## config.mk

```make
export PLATFORM = sky130hd
export DESIGN_NAME = keylock_ctrl
export DESIGN_NICKNAME = d
export VERILOG_FILES = /design/src/rtl/keylock_pkg.sv /design/src/rtl/keylock_collector.sv /design/src/rtl/keylock_verdict.sv /design/src/rtl/keylock_gate.sv /design/src/rtl/keylock_ctrl.sv
export SDC_FILE = /design/constraint.sdc
export NUM_CORES = 1
export LEC_CHECK = 0
export BUFFER_PORTS_ARGS = -buffer_cell sky130_fd_sc_hd__buf_2
export CORE_ASPECT_RATIO = 0.6
export CORE_MARGIN = 2
export CORE_UTILIZATION = 34
export CTS_CLUSTER_DIAMETER = 50
export DETAILED_ROUTE_END_ITERATION = 16
export GPL_ROUTABILITY_DRIVEN = 0
export HOLD_SLACK_MARGIN = 0.08
export PLACE_DENSITY = 0.77
export SKIP_CTS_REPAIR_TIMING = 1
export SLEW_MARGIN = 10
export SYNTH_ARGS = -nofsm -noshare
export SYNTH_HDL_FRONTEND = slang
export SYNTH_SLANG_ARGS = --single-unit
```

## constraint.sdc

```tcl
create_clock -name clk -period 2.3 [get_ports clk]
set_input_delay 0.115 -clock clk [delete_from_list [all_inputs] [get_ports clk]]
set_output_delay 0.115 -clock clk [all_outputs]
set_load 0.01 [all_outputs]
```

## src/rtl/keylock_pkg.sv

```systemverilog
package keylock_pkg;

    localparam int unsigned KL_BYTE_W    = 8;
    localparam int unsigned KL_KEY_BYTES = 8;

    typedef logic [KL_BYTE_W-1:0] kl_byte_t;

    // Result of one completed key collection, valid for a single cycle.
    typedef struct packed {
        logic valid;
        logic match;
    } kl_eval_t;

    // Security state that outlives warm resets.
    typedef struct packed {
        logic unlocked;
        logic failed;
        logic looping;
    } kl_sec_t;

    typedef enum logic [1:0] {
        KL_ACC_DENY  = 2'd0,
        KL_ACC_GRANT = 2'd1,
        KL_ACC_LOOP  = 2'd2
    } kl_access_e;

    function automatic kl_access_e kl_access(input kl_sec_t s);
        if (s.looping)       return KL_ACC_LOOP;
        else if (s.unlocked) return KL_ACC_GRANT;
        else                 return KL_ACC_DENY;
    endfunction

endpackage

```

## src/rtl/keylock_collector.sv

```systemverilog
module keylock_collector
    import keylock_pkg::*;
#(
    parameter int unsigned KEY_BYTES = KL_KEY_BYTES,
    parameter int unsigned BYTE_W    = KL_BYTE_W
) (
    input  logic                        clk,
    input  logic                        rst_any,
    input  logic                        rx_valid,
    input  logic [BYTE_W-1:0]           rx_byte,
    input  logic [KEY_BYTES*BYTE_W-1:0] key_store,
    output logic                        done,
    output kl_eval_t                    eval
);
    localparam int unsigned CW   = (KEY_BYTES > 1) ? $clog2(KEY_BYTES) : 1;
    localparam logic [CW-1:0] LAST = CW'(KEY_BYTES - 1);

    logic [CW-1:0]     cnt;
    logic              mism;
    logic [BYTE_W-1:0] exp_byte;
    logic              mism_nxt;
    logic              take;

    assign exp_byte = key_store[cnt*BYTE_W +: BYTE_W];
    assign take     = rx_valid && !done;
    assign mism_nxt = mism | (rx_byte != exp_byte);

    always_ff @(posedge clk) begin
        if (rst_any) begin
            cnt  <= '0;
            mism <= 1'b0;
            done <= 1'b0;
            eval <= '0;
        end else begin
            eval.valid <= 1'b0;
            if (take) begin
                mism <= mism_nxt;
                if (cnt == LAST) begin
                    cnt        <= '0;
                    done       <= 1'b1;
                    eval.valid <= 1'b1;
                    eval.match <= !mism_nxt;
                end else begin
                    cnt <= cnt + 1'b1;
                end
            end
        end
    end


    brk_single_chk: assert property (@(posedge clk) disable iff (rst_any)
        eval.valid |=> !eval.valid);


    done_hold_chk: assert property (@(posedge clk) disable iff (rst_any)
        done |=> done);


    eval_needs_done_chk: assert property (@(posedge clk) disable iff (rst_any)
        eval.valid |-> done);

    always_comb begin

        cnt_range_chk: assert (rst_any || (int'(cnt) < int'(KEY_BYTES)));
    end

endmodule

```

## src/rtl/keylock_verdict.sv

```systemverilog
module keylock_verdict
    import keylock_pkg::*;
(
    input  logic     clk,
    input  logic     rst_por,
    input  logic     rst_warm,
    input  kl_eval_t eval,
    output kl_sec_t  sec
);
    logic decided;

    assign decided = sec.unlocked | sec.failed;

    always_ff @(posedge clk) begin
        if (rst_por) begin
            sec <= '0;
        end else if (rst_warm) begin
            sec.looping <= sec.failed | sec.looping;
        end else if (eval.valid && !decided) begin
            if (eval.match) sec.unlocked <= 1'b1;
            else            sec.failed   <= 1'b1;
        end
    end


    unlock_hold_chk: assert property (@(posedge clk) disable iff (rst_por)
        sec.unlocked |=> sec.unlocked);


    loop_hold_chk: assert property (@(posedge clk) disable iff (rst_por)
        sec.looping |=> sec.looping);


    verdict_excl_chk: assert property (@(posedge clk) disable iff (rst_por)
        !(sec.unlocked && sec.failed));


    loop_after_warm_chk: assert property (@(posedge clk) disable iff (rst_por)
        (sec.failed && rst_warm) |=> sec.looping);

endmodule

```

## src/rtl/keylock_gate.sv

```systemverilog
module keylock_gate
    import keylock_pkg::*;
#(
    parameter int unsigned BYTE_W   = KL_BYTE_W,
    parameter logic [BYTE_W-1:0] MASK_VAL = '0
) (
    input  kl_sec_t           sec,
    input  logic [BYTE_W-1:0] rd_data_in,
    input  logic              fetch_req,
    output logic [BYTE_W-1:0] rd_data_out,
    output logic              illegal_rst_req
);
    kl_access_e acc;

    always_comb begin
        acc = kl_access(sec);
        unique case (acc)
            KL_ACC_GRANT: begin
                rd_data_out     = rd_data_in;
                illegal_rst_req = 1'b0;
            end
            KL_ACC_LOOP: begin
                rd_data_out     = MASK_VAL;
                illegal_rst_req = 1'b1;
            end
            default: begin
                rd_data_out     = MASK_VAL;
                illegal_rst_req = fetch_req;
            end
        endcase
    end

endmodule

```

## src/rtl/keylock_ctrl.sv

```systemverilog
module keylock_ctrl
    import keylock_pkg::*;
#(
    parameter int unsigned KEY_BYTES = KL_KEY_BYTES,
    parameter int unsigned BYTE_W    = KL_BYTE_W,
    parameter logic [BYTE_W-1:0] MASK_VAL = '0
) (
    input  logic                        clk,
    input  logic                        rst_por,
    input  logic                        rst_warm,
    input  logic                        rx_valid,
    input  logic [BYTE_W-1:0]           rx_byte,
    input  logic [KEY_BYTES*BYTE_W-1:0] key_store,
    input  logic [BYTE_W-1:0]           rd_data_in,
    input  logic                        fetch_req,
    output logic [BYTE_W-1:0]           rd_data_out,
    output logic                        illegal_rst_req,
    output logic                        brk_req,
    output logic                        done,
    output logic                        unlocked
);
    logic     rst_any;
    kl_eval_t eval;
    kl_sec_t  sec;

    assign rst_any = rst_por | rst_warm;

    keylock_collector #(
        .KEY_BYTES (KEY_BYTES),
        .BYTE_W    (BYTE_W)
    ) u_collect (
        .clk       (clk),
        .rst_any   (rst_any),
        .rx_valid  (rx_valid),
        .rx_byte   (rx_byte),
        .key_store (key_store),
        .done      (done),
        .eval      (eval)
    );

    keylock_verdict u_verdict (
        .clk      (clk),
        .rst_por  (rst_por),
        .rst_warm (rst_warm),
        .eval     (eval),
        .sec      (sec)
    );

    keylock_gate #(
        .BYTE_W   (BYTE_W),
        .MASK_VAL (MASK_VAL)
    ) u_gate (
        .sec             (sec),
        .rd_data_in      (rd_data_in),
        .fetch_req       (fetch_req),
        .rd_data_out     (rd_data_out),
        .illegal_rst_req (illegal_rst_req)
    );

    assign brk_req  = eval.valid;
    assign unlocked = sec.unlocked;


    locked_fetch_chk: assert property (@(posedge clk) disable iff (rst_por)
        (!unlocked && fetch_req) |-> illegal_rst_req);

endmodule

```

## Word level (Yosys, flattened, before mapping)

Cells that the tools add are included.

- Output and inout bits: 12
- Logic and storage cells: 36
- Register bits after elaboration: 10
- Input port bits: 85

- Bitwise operators: 7
- Reductions and logical operators: 9
- Shifts and indexed selects: 1
- Muxes and demuxes: 6
- $add $sub $neg: 1
- Equality and inequality tests: 4

Operator list:

| operator | number |
|---|---|
| 64-bit by 7-bit variable part select with 8-bit output | 1 |
| 8-bit 2-to-1 mux | 1 |
| 8-bit inequality test | 1 |
| 3-bit AND reduction | 2 |
| 2-bit 2-to-1 mux | 2 |
| 1-bit bitwise OR | 4 |
| 3-bit by 1-bit adder with 3-bit output, second input constant | 1 |
| 3-bit == test, second input constant | 1 |
| 1-bit logical NOT | 3 |
| 3-bit 2-to-1 mux | 1 |
| 1-bit inverter | 3 |
| 2-bit by 1-bit == test with 1-bit output, second input constant | 1 |
| 2-bit == test, second input constant | 1 |
| 1-bit logical AND | 2 |
| 1-bit case mux with 2 select lines | 1 |
| 2-bit AND reduction | 1 |
| 2-bit OR reduction | 1 |
| 1-bit 2-to-1 mux | 1 |

## Logic depth before layout (Yosys ltp)

Gate-level depths: netlist (run 1).

- Depth in word-level cells: 5
- Depth in mapped cells: 7
- Gate-level depth less buffers: 6

## By module

Synthesis (run 1) repeated with hierarchy kept, for this count alone.

- Cells, all modules: 106
- Area total of the unflattened synthesis: 1094.8 µm²

By module, submodules not included:

| module | times used | seq. area each (µm²) | area an instance (µm²) | cells each |
|---|---|---|---|---|
| keylock_collector | 1 | 140.1 | 905.9 | 83 |
| keylock_verdict | 1 | 60.1 | 107.6 | 11 |
| keylock_gate | 1 | 0.0 | 75.1 | 11 |
| keylock_ctrl | 1 | 0.0 | 6.3 | 1 |

## Least setup slack after synthesis (run 1)

No wires, ideal clock.

- Path type: flip-flop to flip-flop
- Start: register u_collect.cnt[1]
- End: register u_collect.mism
- Clock period less this slack: 2.259 ns
- Path buffers: 1
- Stages on the path, launching flop included: 8
- Library setup time: 0.115 ns
- Data required time: 2.185 ns
- Slack: 0.041 ns
- Data arrival time: 2.144 ns
- Cell sequence: dfxtp_1 clkbuf_1 mux4_2 mux2i_1 xor2_1 nand4_1 or4_4 a31o_1

- Word-level cells in the longest chain between the ends: 3

Ends and longest elaborated chain:

| element | line | RTL |
|---|---|---|
| from (decl) | keylock_collector.sv:18 | `logic [CW-1:0] cnt;` |
| from (signal assigned) | keylock_collector.sv:44 | `cnt <= cnt + 1'b1;` |
| 64-bit by 7-bit variable part select with 8-bit output | keylock_collector.sv:24 | `assign exp_byte = key_store[cnt*BYTE_W +: BYTE_W];` |
| 8-bit inequality test | keylock_collector.sv:26 | `assign mism_nxt = mism \| (rx_byte != exp_byte);` |
| 1-bit bitwise OR | keylock_collector.sv:26 |  |
| to (signal assigned) | keylock_collector.sv:37 | `mism <= mism_nxt;` |
| to (decl) | keylock_collector.sv:19 | `logic mism;` |

No other way between the ends.
A chain may end at the register's enable or synchronous reset.

## Worst setup path after layout (run 1)

- Start: register u_collect.cnt[0]
- End: register u_collect.mism

The elaborated chain is that of the path after synthesis.

==> results by group, run 1 <==
STA
  – FMAX: 0.447 GHz
  – Setup TNS: 0 ps
  – Period utilization: 97.4%
  – Final setup skew: 1.08 ps
  – Final Setup Violations: 0
  – Fin crit period: 2240 ps
  – Max-slew headroom: 68.2%
  – Final Hold Viols: 0
  – Worst-Margin Slew: 476 ps
  – Unrepaired setup endpoints after global routing: true
  – Max-slew violation count: 0
  – Min Hold Slack: 95.1 ps

Logic synthesis
  – Sequential element share of the synthesized area: 18.9%
  – Average size of a mapped cell: 9.92 sq um
  – Total of warnings raised by yosys: 0
  – Yosys cell types: 29
  – #FFs+latches synth: 10
  – Ys async rst share: 0%
  – Main flop type after synthesis: dfxtp_1
  – Post-Synthesis Cell Area: 1060 sq um
  – Syn Inst Count: 107
  – Syn_nets: 194
  – Post-synth EDFFs: 0

Placed design
  – DP Cell Count: 244
  – PortBufs: 96
  – Dpl cell area: 1610 sq um
  – Post-DP HPWL: 2690 microns

Floorplanning
  – Die X: 76.1 microns
  – CORE AREA: 2930 sq um
  – Die Y: 47.3 microns
  – Die footprint: 3600 sq um
  – # rows: 15
  – Boundary Pins: 97
  – Initial Utilization: 36.2%

Finish
  – Most frequent cells in the layout: 96 x buf_2, 19 x mux2i_1, 12 x nor2_1
  – Share of cells above drive strength 1: 61.0%
  – Total Nets Final: 294
  – Non-Filler Instances: 247
  – Post-Layout Inst Area: 1680 sq um
  – Area growth from synthesis to layout: 57.9%
  – Ant. Diodes: 0
  – Commonest non-fill, non-tap cell in the layout: buf_2

Power
  – Switching Power: 127 uW
  – Cell internal pwr: 398 uW
  – PwrDens: 313 nW/um^2
  – Comb power frac: 32.3%
  – Switching part of the total: 24.2%
  – Clock share of power: 33.7%
  – Design Power: 525 uW
  – Reg power frac: 34.0%
  – LEAKAGE: 0.000801 uW
  – Max IR drop VDD: 0.142 mV

Detailed routing
  – Vias: 1164
  – 1st-iter DRT viols: 35
  – Routed Antenna Nets: 0
  – Detailed Route WL: 3100 microns
  – DRC violations left: 0
  – Via density: 4.71
  – Drt wl/cell: 12.6 microns
  – Pre-antenna DRT Iters: 4

Setup path
  – R2R setup slack: 60 ps
  – Max FO, Critical Path: 6
  – Worst setup SP type: register
  – Data required time of the critical path: 2430 ps
  – Worst r2r path cells: 6
  – Slowest cell on the critical path: or4_4
  – CP cell instances: buf_4 -> mux4_2 -> mux2i_1 -> xnor2_1 -> or4_4 -> a31o_1
  – WS Path Type: register to register
  – Worst setup EP type: register
  – Critical path's largest stage delay: 540 ps
  – CP Data Arrival Time: 2370 ps

Global routing
  – GRT Resource Usage Total: 17.8%
  – Vias in the first global route: 1134
  – Initial antenna violation count: 0
  – Total global routing overflow: 0
  – First-pass GRT wire length: 4900 microns
  – Largest net degree at the start of global routing: 15

Clocking
  – Clock Sinks: 10
  – Clock transition at path regs: 40 ps
  – Clock tree buffer depth: 2
  – Clk_lat worst skew: 230 ps
  – TritonCTS clock tree: yes
  – TritonCTS Buffers: 3
  – Max H-tree Level: 1
  – Root buffer cell: clkbuf_8

Hold path
  – Worst Hold Path Cells: 2
  – Hold Crit Class: input port to register

Status
  – Status: complete, no violations

Flow run
  – MaxCap Viol Count: 0
-- sequential cells by signal, summed over array words and instances, names as in the netlist --
register	count
u_verdict.sec	3
u_collect.eval	2
u_collect.cnt	3
u_collect.mism	1
u_collect.done	1
-- layer usage --
layer / vias to the layer above / part of all wire [%] / track usage (%)
met5: - / 0 / 0
met3: 3 / 8.7 / 4.62
li1: 597 / - / -
met4: 0 / 0.42 / 2.18
met1: 506 / 47 / 23.3
met2: 58 / 44 / 31.8
-- critical path: cells and delay by family, from the launching register on --
family,cells,cell delay [ps]
buf+inv,1,170
flops,1,380
simple gates,1,540
xor+xnor,1,110
compound gates,1,220
mux,2,720
-- cell usage after synthesis (2+ instances only) --
| master | count | share of area, % |
|---|---|---|
| mux4_2 | 10 | 21 |
| nor2_1 | 12 | 4.2 |
| and2_1 | 9 | 5.3 |
| a22o_1 | 2 | 1.7 |
| mux2i_1 | 19 | 18 |
| o21ai_0 | 2 | 0.94 |
| buf_2 | 3 | 1.4 |
| nand2_1 | 2 | 0.71 |
| or3_1 | 2 | 1.2 |
| nand4_1 | 2 | 1.2 |
| mux2_2 | 4 | 4.2 |
| nor2b_1 | 3 | 1.8 |
| o22ai_1 | 2 | 1.2 |
| a21oi_1 | 4 | 1.9 |
| xnor2_1 | 2 | 1.7 |
| dfxtp_1 | 10 | 19 |
| clkbuf_1 | 3 | 1.1 |
| ha_1 | 2 | 2.4 |
| xor2_1 | 4 | 3.3 |
-- layout make-up --
type | count | area [sq um]
fillers | 281 | 1250
multi-input cells | 89 | 827
repair buffers | 102 | 546
flip-flops and latches | 10 | 205
well taps | 42 | 52.6
clock buffers | 3 | 41.3
inverters | 1 | 3.75
-- worst paths after layout --
kind                         start                end
setup reg to reg  u_collect.cnt[0]     u_collect.mism
setup / recovery  u_collect.cnt[0]     u_collect.mism
hold / removal             rst_por   u_verdict.sec[2]
hold reg to reg     u_collect.mism  u_collect.eval[0]
-- power groups by stage --
stage,clock [uW],sequential [uW],combinational [uW]
finish,177,178,169
global route,186,179,188
CTS,182,179,168
detailed placement,0,182,167
global placement,0,182,164
floorplan,0,181,82.0
-- through the flow --
step | setup slack, ps | util (%)
after floorplan | 40.6 | -
after global placement | 13.5 | 55.1
after detailed placement | -18.2 | 55.1
after CTS | -20.4 | 56.5
after global routing | -30.9 | 57.2
final | 60.5 | 57.2
-- cell families after synthesis --
family	count (synthesis)	share of synthesized area (%)
AO/OA/AOI/OAI	13	8.73
XOR/XNOR	6	4.95
adder cells (fa/ha/maj)	2	2.36
buffers and inverters	8	3.89
flip-flops	10	18.9
multiplexers	33	43.4
AND/OR/NAND/NOR	35	17.8
(Power assumes the default switching activity.)
==> inputs of run 2 (changes only) <==
--- a/config.mk
+++ b/config.mk
@@ -5,15 +5,17 @@
 export SDC_FILE = /design/constraint.sdc
 export NUM_CORES = 1
 export LEC_CHECK = 0
+export ABC_AREA = 1
 export BUFFER_PORTS_ARGS = -buffer_cell sky130_fd_sc_hd__buf_2
 export CORE_ASPECT_RATIO = 0.6
 export CORE_MARGIN = 2
-export CORE_UTILIZATION = 34
+export CORE_UTILIZATION = 38
+export CTS_BUF_LIST = sky130_fd_sc_hd__clkbuf_4
 export CTS_CLUSTER_DIAMETER = 50
 export DETAILED_ROUTE_END_ITERATION = 16
 export GPL_ROUTABILITY_DRIVEN = 0
 export HOLD_SLACK_MARGIN = 0.08
-export PLACE_DENSITY = 0.77
+export PLACE_DENSITY = 0.79
 export SKIP_CTS_REPAIR_TIMING = 1
 export SLEW_MARGIN = 10
 export SYNTH_ARGS = -nofsm -noshare
==> results by group, run 2 <==
Global routing
  – Total global routing overflow: 0 (unchanged)
  – Initial antenna violation count: 0 (unchanged)
  – First-pass GRT wire length: 6180 microns (+26%)
  – Largest net degree at the start of global routing: 32 (+17)
  – Vias in the first global route: 1573 (+39%)
  – GRT Resource Usage Total: 18.8% (+1.1 points)

Setup path
  – WS Path Type: register to register
  – Crit-path leading delay family: simple AND/OR/NAND/NOR gates
  – Worst Setup SP: u_collect.cnt[0]
  – Slowest cell on the critical path: dfxtp_1
  – Worst setup SP type: register
  – Top cell by count, worst path: nand2_1
  – R2R setup slack: 630 ps (+570 ps)
  – Worst r2r path cells: 12 (+6)
  – Max FO, Critical Path: 30 (+24)
  – Buffers and inverters on the worst path: 1 (unchanged)
  – CP Data Arrival Time: 1830 ps (-540 ps)
  – CP cell instances: buf_12 -> nor2_1 -> nor2_1 -> o21ai_1 -> nand3_1 -> nand3_1 -> nand2_1 -> nand2_1 -> nor2_2 -> nand2_1 -> nand2_1 -> a21oi_1
  – Data required time of the critical path: 2460 ps (+30 ps)
  – Worst flop-to-flop path endpoint: u_collect.mism
  – Worst setup EP type: register
  – Critical path's largest stage delay: 550 ps (about the same)
  – FF-to-FF Start: u_collect.cnt[0]

Finish
  – Biggest regs: u_collect.cnt x3, u_verdict.sec x3, u_collect.eval x2
  – Share of cells above drive strength 1: 29.5% (-31 points)
  – Commonest non-fill, non-tap cell in the layout: nand2_1
  – Ant. Diodes: 0 (unchanged)
  – Non-Filler Instances: 408 (+65%)
  – Most frequent cells in the layout: 111 x nand2_1, 96 x buf_2, 49 x inv_1
  – Total Nets Final: 451 (+53%)
  – Final core occ: 56.0% (-1.2 points)
  – Area growth from synthesis to layout: 38.3%

Power
  – LEAKAGE: 0.00122 uW (+52%)
  – Clock share of power: 23.1% (-11 points)
  – Reg power frac: 34.3% (+0.3 points)
  – Cell internal pwr: 349 uW (-12%)
  – Comb power frac: 42.6% (+10 points)
  – Switching part of the total: 34.2% (+10 points)
  – PwrDens: 285 nW/um^2 (-9.0%)
  – Max IR drop VDD: 0.135 mV (-4.8%)
  – Switching Power: 181 uW (+43%)

Clocking
  – Clock Sinks: 10 (unchanged)
  – Clock transition at path regs: 70 ps (+30 ps)
  – TritonCTS clock tree: yes
  – Max H-tree Level: 1 (unchanged)
  – Clock tree buffer depth: 2 (unchanged)
  – Root buffer cell: clkbuf_4
  – TritonCTS Buffers: 3 (unchanged)
  – Clk_lat worst skew: 260 ps (+30 ps)

STA
  – Final Hold Viols: 0 (unchanged)
  – Fin crit period: 1670 ps (-572 ps)
  – Worst-Margin Slew: 375 ps (-101 ps)
  – Unrepaired setup endpoints after global routing: false
  – Period utilization: 72.5% (-25 points)
  – FMAX: 0.600 GHz (+34%)
  – Max-slew violation count: 0 (unchanged)
  – Setup TNS: 0 ps (unchanged)
  – Final Setup Violations: 0 (unchanged)
  – Final setup skew: 6.03 ps (+4.95 ps)
  – Max-slew headroom: 74.9% (+6.8 points)

Logic synthesis
  – Most area-consuming cells after synthesis: nand2_1 31%, nand3_1 17%, dfxtp_1 15%
  – Syn Inst Count: 270 (+150%)
  – Top post-synthesis cells by count: 111 x nand2_1, 49 x inv_1, 45 x nand3_1
  – Main flop type after synthesis: dfxtp_1
  – Post-synth EDFFs: 0 (unchanged)
  – Yosys cell types: 21 (-28%)
  – Average size of a mapped cell: 4.99 sq um (-50%)
  – #FFs+latches synth: 10 (unchanged)
  – Syn_nets: 357 (+84%)
  – Post-Synthesis Cell Area: 1350 sq um (+27%)
  – Sequential element share of the synthesized area: 14.9% (-4.0 points)
  – Top-area cell type share of the netlist area: 30.9% (+9.7 points)
  – Top-count cell post-synth: nand2_1
  – Ys async rst share: 0% (unchanged)
  – Total of warnings raised by yosys: 0 (unchanged)
  – Post-synth top area cell: nand2_1

Hold path
  – Hold Crit Class: input port to register
  – Worst Hold Path Cells: 3 (+1)
  – Worst Hold Launch: rst_warm
  – Worst Hold End: u_verdict.sec[0]

Detailed routing
  – Drt wl/cell: 9.09 microns (-28%)
  – Pre-antenna DRT Iters: 4 (unchanged)
  – 1st-iter DRT viols: 65 (+86%)
  – Via density: 4.54 (-3.7%)
  – Routed Antenna Nets: 0 (unchanged)
  – DRC violations left: 0 (unchanged)
  – Vias: 1852 (+59%)
  – Detailed Route WL: 3710 microns (+20%)

Placed design
  – DP Cell Count: 403 (+65%)
  – Post-DP HPWL: 3020 microns (+12%)
  – PortBufs: 96 (unchanged)

Floorplanning
  – Initial Utilization: 40.5% (+4.3 points)
  – CORE AREA: 3320 sq um (+14%)
  – Boundary Pins: 97 (unchanged)
  – Die Y: 50.1 microns (+6.0%)
  – Die footprint: 4050 sq um (+13%)
  – Die X: 80.8 microns (+6.2%)
  – # rows: 16 (+1)

Status
  – Status: complete, no violations

Flow run
  – MaxCap Viol Count: 0 (unchanged)
==> run 2: changes by cell type after synthesis, moves of 3 or more <==
cell,previous run,this run
nand2_1,2,111
inv_1,1,49
nand3_1,1,45
mux2i_1,19,0
mux4_2,10,0
and2_1,9,0
nor2_1,12,20
buf_4,0,5
mux2_2,4,0
xor2_1,4,0
buf_6,1,4
clkbuf_1,3,0
nor2b_1,3,0
==> run 2: worst max-delay path by stage <==
stage,endpoint,slack [ps],depth (start not counted)
floorplan,u_collect.mism,910,15
global placement,u_collect.mism,650,11
detailed placement,u_collect.mism,640,12
CTS,u_collect.mism,620,12
global route,u_collect.eval[0],360,12
finish,u_collect.mism,630,12
==> run 2: area by class of cell <==
cell class              count  area (sq um)
flip-flops and latches     10           200
multi-input cells         197           856
inverters                  52           198
clock inverters             1          3.75
repair buffers            100           526
fillers                   365          1460
clock buffers               3          22.5
well taps                  45          56.3
==> run 2: kinds of logic (layout without fill, tap and decap cells) <==
kind of cell / count (synthesis) / in the layout / share of synthesized area (%)
fa+ha+maj: 2 / 2 / 1.86
simple gates: 182 / 182 / 56.3
buf+inv: 63 / 156 / 21.6
flops: 10 / 10 / 14.9
compound gates: 13 / 13 / 5.39
==> run 2: metrics by stage <==
step	hold slack [ps]	cell area (sq um)	power [uW]	setup WS, ps
after global placement	324	1830	406	650
after floorplan	187	1350	324	913
final	149	1860	530	632
after CTS	43.1	1850	533	624
after global routing	175	1860	576	362
after detailed placement	328	1830	411	637
==> run 2: routing by layer <==
layer / wire (microns) / global-route usage, %
met5: 0 / 0
met4: 7 / 2.54
met3: 305 / 3.66
met2: 1580 / 32.1
met1: 1810 / 25.1
==> run 2: power by group through the flow <==
| stage | clock, uW | combinational [uW] | sequential, uW |
|---|---|---|---|
| 3_5_place_dp | 0 | 225 | 186 |
| 3_3_place_gp | 0 | 221 | 185 |
| 6_report | 123 | 226 | 182 |
| 5_1_grt | 132 | 262 | 182 |
| 2_1_floorplan | 0 | 142 | 182 |
| 4_1_cts | 125 | 226 | 182 |
==> run 2: worst reg2reg max path, delay by kind of cell, from the launching register on <==
kind                   cells  cell delay [ps]
AO/OA/AOI/OAI              2              110
buffers and inverters      1              230
flip-flops                 1              550
AND/OR/NAND/NOR            9              680
==> inputs of run 3 (changes only) <==
--- a/config.mk
+++ b/config.mk
@@ -9,13 +9,13 @@
 export BUFFER_PORTS_ARGS = -buffer_cell sky130_fd_sc_hd__buf_2
 export CORE_ASPECT_RATIO = 0.6
 export CORE_MARGIN = 2
-export CORE_UTILIZATION = 38
+export CORE_UTILIZATION = 42
 export CTS_BUF_LIST = sky130_fd_sc_hd__clkbuf_4
 export CTS_CLUSTER_DIAMETER = 50
 export DETAILED_ROUTE_END_ITERATION = 16
 export GPL_ROUTABILITY_DRIVEN = 0
 export HOLD_SLACK_MARGIN = 0.08
-export PLACE_DENSITY = 0.79
+export PLACE_DENSITY = 0.82
 export SKIP_CTS_REPAIR_TIMING = 1
 export SLEW_MARGIN = 10
 export SYNTH_ARGS = -nofsm -noshare
==> constraint.sdc (replaced) <==
create_clock -name clk -period 1.6 [get_ports clk]
set_input_delay 0.08 -clock clk [delete_from_list [all_inputs] [get_ports clk]]
set_output_delay 0.08 -clock clk [all_outputs]
set_load 0.01 [all_outputs]
==> results by group, run 3 (synthesis gave the netlist of run 2 again) <==
Clocking
  – Clk_lat worst skew: 280 ps (+20 ps)
  – TritonCTS clock tree: yes
  – Clock tree buffer depth: 2 (unchanged)
  – Root buffer cell: clkbuf_4
  – Max H-tree Level: 1 (unchanged)
  – Clock Sinks: 10 (unchanged)
  – Clock transition at path regs: 70 ps (about the same)
  – TritonCTS Buffers: 3 (unchanged)

Setup path
  – WS Path Type: register to register
  – Top cell by count, worst path: nand2_1
  – FF-to-FF Start: u_collect.cnt[0]
  – Worst r2r path cells: 13 (+1)
  – Buffers and inverters on the worst path: 1 (unchanged)
  – Crit-path leading delay family: simple AND/OR/NAND/NOR gates
  – Worst setup SP type: register
  – Critical path's largest stage delay: 370 ps (-180 ps)
  – CP cell instances: buf_8 -> nor2_1 -> nor2_1 -> o21ai_1 -> nand3_1 -> nand2_1 -> nand2_1 -> nand2_1 -> nand2_1 -> nor2_2 -> nand2_1 -> nand2_1 -> a21oi_1
  – Max FO, Critical Path: 19 (-37%)
  – Slowest cell on the critical path: dfxtp_4
  – Data required time of the critical path: 1770 ps (-690 ps)
  – CP Data Arrival Time: 1660 ps (-170 ps)
  – Worst flop-to-flop path endpoint: u_collect.mism
  – R2R setup slack: 110 ps (-520 ps)
  – Worst setup EP type: register

Hold path
  – Worst Hold End: u_verdict.sec[0]
  – Worst Hold Path Cells: 3 (unchanged)
  – Hold Crit Class: input port to register
  – Worst Hold Launch: rst_warm

Finish
  – Area taken by multi-input logic gates: 856 sq um (unchanged)
  – Commonest non-fill, non-tap cell in the layout: nand2_1
  – Ant. Diodes: 0 (unchanged)
  – Most frequent cells in the layout: 111 x nand2_1, 96 x buf_2, 49 x inv_1
  – Total Nets Final: 453 (+0.44%)
  – Sequential standard cell area: 204 sq um (+1.9%)
  – Final core occ: 63.5% (+7.4 points)
  – Area growth from synthesis to layout: 39.8%
  – Post-Layout Inst Area: 1880 sq um (+1.1%)
  – Fillers: 318 (-13%)
  – Biggest regs: u_collect.cnt x3, u_verdict.sec x3, u_collect.eval x2
  – Non-Filler Instances: 407 (-0.25%)
  – Share of cells above drive strength 1: 30.1% (+0.66 points)

STA
  – Final Hold Viols: 0 (unchanged)
  – Period utilization: 93.1% (+21 points)
  – Max-slew headroom: 79.6% (+4.6 points)
  – Final Setup Violations: 0 (unchanged)
  – Final setup skew: 4.14 ps (-1.89 ps)
  – Worst-Margin Slew: 305 ps (-70.6 ps)
  – Unrepaired setup endpoints after global routing: true
  – FMAX: 0.671 GHz (+12%)
  – Min setup slack post-route: 110 ps (-522 ps)
  – Max-slew violation count: 0 (unchanged)
  – Fin crit period: 1490 ps (-178 ps)

Placed design
  – PortBufs: 96 (unchanged)
  – Post-DP HPWL: 3080 microns (+2.0%)
  – Dpl cell area: 1820 sq um (about the same)
  – DP Cell Count: 402 (-0.25%)
  – Setup WS pre-CTS: 28.0 ps (-609 ps)

Floorplanning
  – Die footprint: 3690 sq um (-8.9%)
  – Die Y: 47.9 microns (-4.5%)
  – CORE AREA: 2970 sq um (-11%)
  – Initial Utilization: 45.4% (+4.9 points)
  – Boundary Pins: 97 (unchanged)
  – # rows: 15 (-1)
  – Die X: 77.1 microns (-4.6%)

Detailed routing
  – Via density: 4.56 (+0.46%)
  – 1st-iter DRT viols: 64 (-1.5%)
  – DRC violations left: 0 (unchanged)
  – Drt wl/cell: 9.35 microns (+2.8%)
  – Detailed Route WL: 3810 microns (+2.6%)
  – Pre-antenna DRT Iters: 4 (unchanged)
  – Vias: 1856 (+0.22%)
  – Routed Antenna Nets: 0 (unchanged)

Global routing
  – GRT Resource Usage Total: 20.9% (+2.1 points)
  – Vias in the first global route: 1561 (-0.76%)
  – Largest net degree at the start of global routing: 32 (unchanged)
  – Initial antenna violation count: 0 (unchanged)
  – First-pass GRT wire length: 6280 microns (+1.6%)
  – Total global routing overflow: 0 (unchanged)

Power
  – LEAKAGE: 0.00123 uW (+1.1%)
  – Max IR drop VDD: 0.237 mV (+75%)
  – PwrDens: 416 nW/um^2 (+46%)

Status
  – Status: complete, no violations

Flow run
  – MaxCap Viol Count: 0 (unchanged)
run 3: changes by cell type in the layout (fill, tap and decap cells not counted), sizes merged:
| cell | change |
|---|---|
| buf | +2 |
run 3: how the worst max path moves through the flow:
stage / endpoint / cells after the start / start
after global placement: u_collect.mism / 12 / u_collect.cnt[0]
after floorplan: u_collect.mism / 15 / u_collect.cnt[0]
after global routing: u_collect.mism / 13 / u_collect.cnt[0]
after detailed placement: u_collect.mism / 12 / u_collect.cnt[0]
final: u_collect.mism / 13 / u_collect.cnt[0]
after CTS: u_collect.mism / 12 / u_collect.cnt[0]
run 3: routing by layer:
layer	track usage, %	part of all wire [%]
met1	26.0	47
met2	38.6	42
met3	5.28	10
met4	4.29	0.45
met5	0	0
run 3: cell type report:
cell class              instances  area share (%)
flip-flops and latches         10            10.8
multi-input cells             197            45.5
clock inverters                 1           0.199
repair buffers                102            28.9
inverters                      52            10.6
clock buffers                   3            1.20
well taps                      42            2.79
run 3: stage by stage:
stage | hold WS [ps] | TNS [ps] | total power (uW)
floorplan | 152 | 0 | 465
global placement | 282 | 0 | 585
detailed placement | 281 | 0 | 590
CTS | -9.96 | 0 | 779
global route | 103 | -75.9 | 857
finish | 95.6 | 0 | 782
run 3: power by group:
group,switching (uW),leakage [uW],internal [uW]
logic,172,0.00113,162
registers,5.00,0.0000818,252
clock network,99.8,0.0000154,90.5
run 3: worst reg2reg max path, stage by stage, from the launching register on:
cell     delay [ps]
dfxtp_4         370
buf_8           160
nor2_1          110
nor2_1           40
o21ai_1          80
nand3_1         110
nand2_1          70
nand2_1          50
nand2_1          50
nand2_1          70
nor2_2          130
nand2_1          60
nand2_1          50
a21oi_1          50
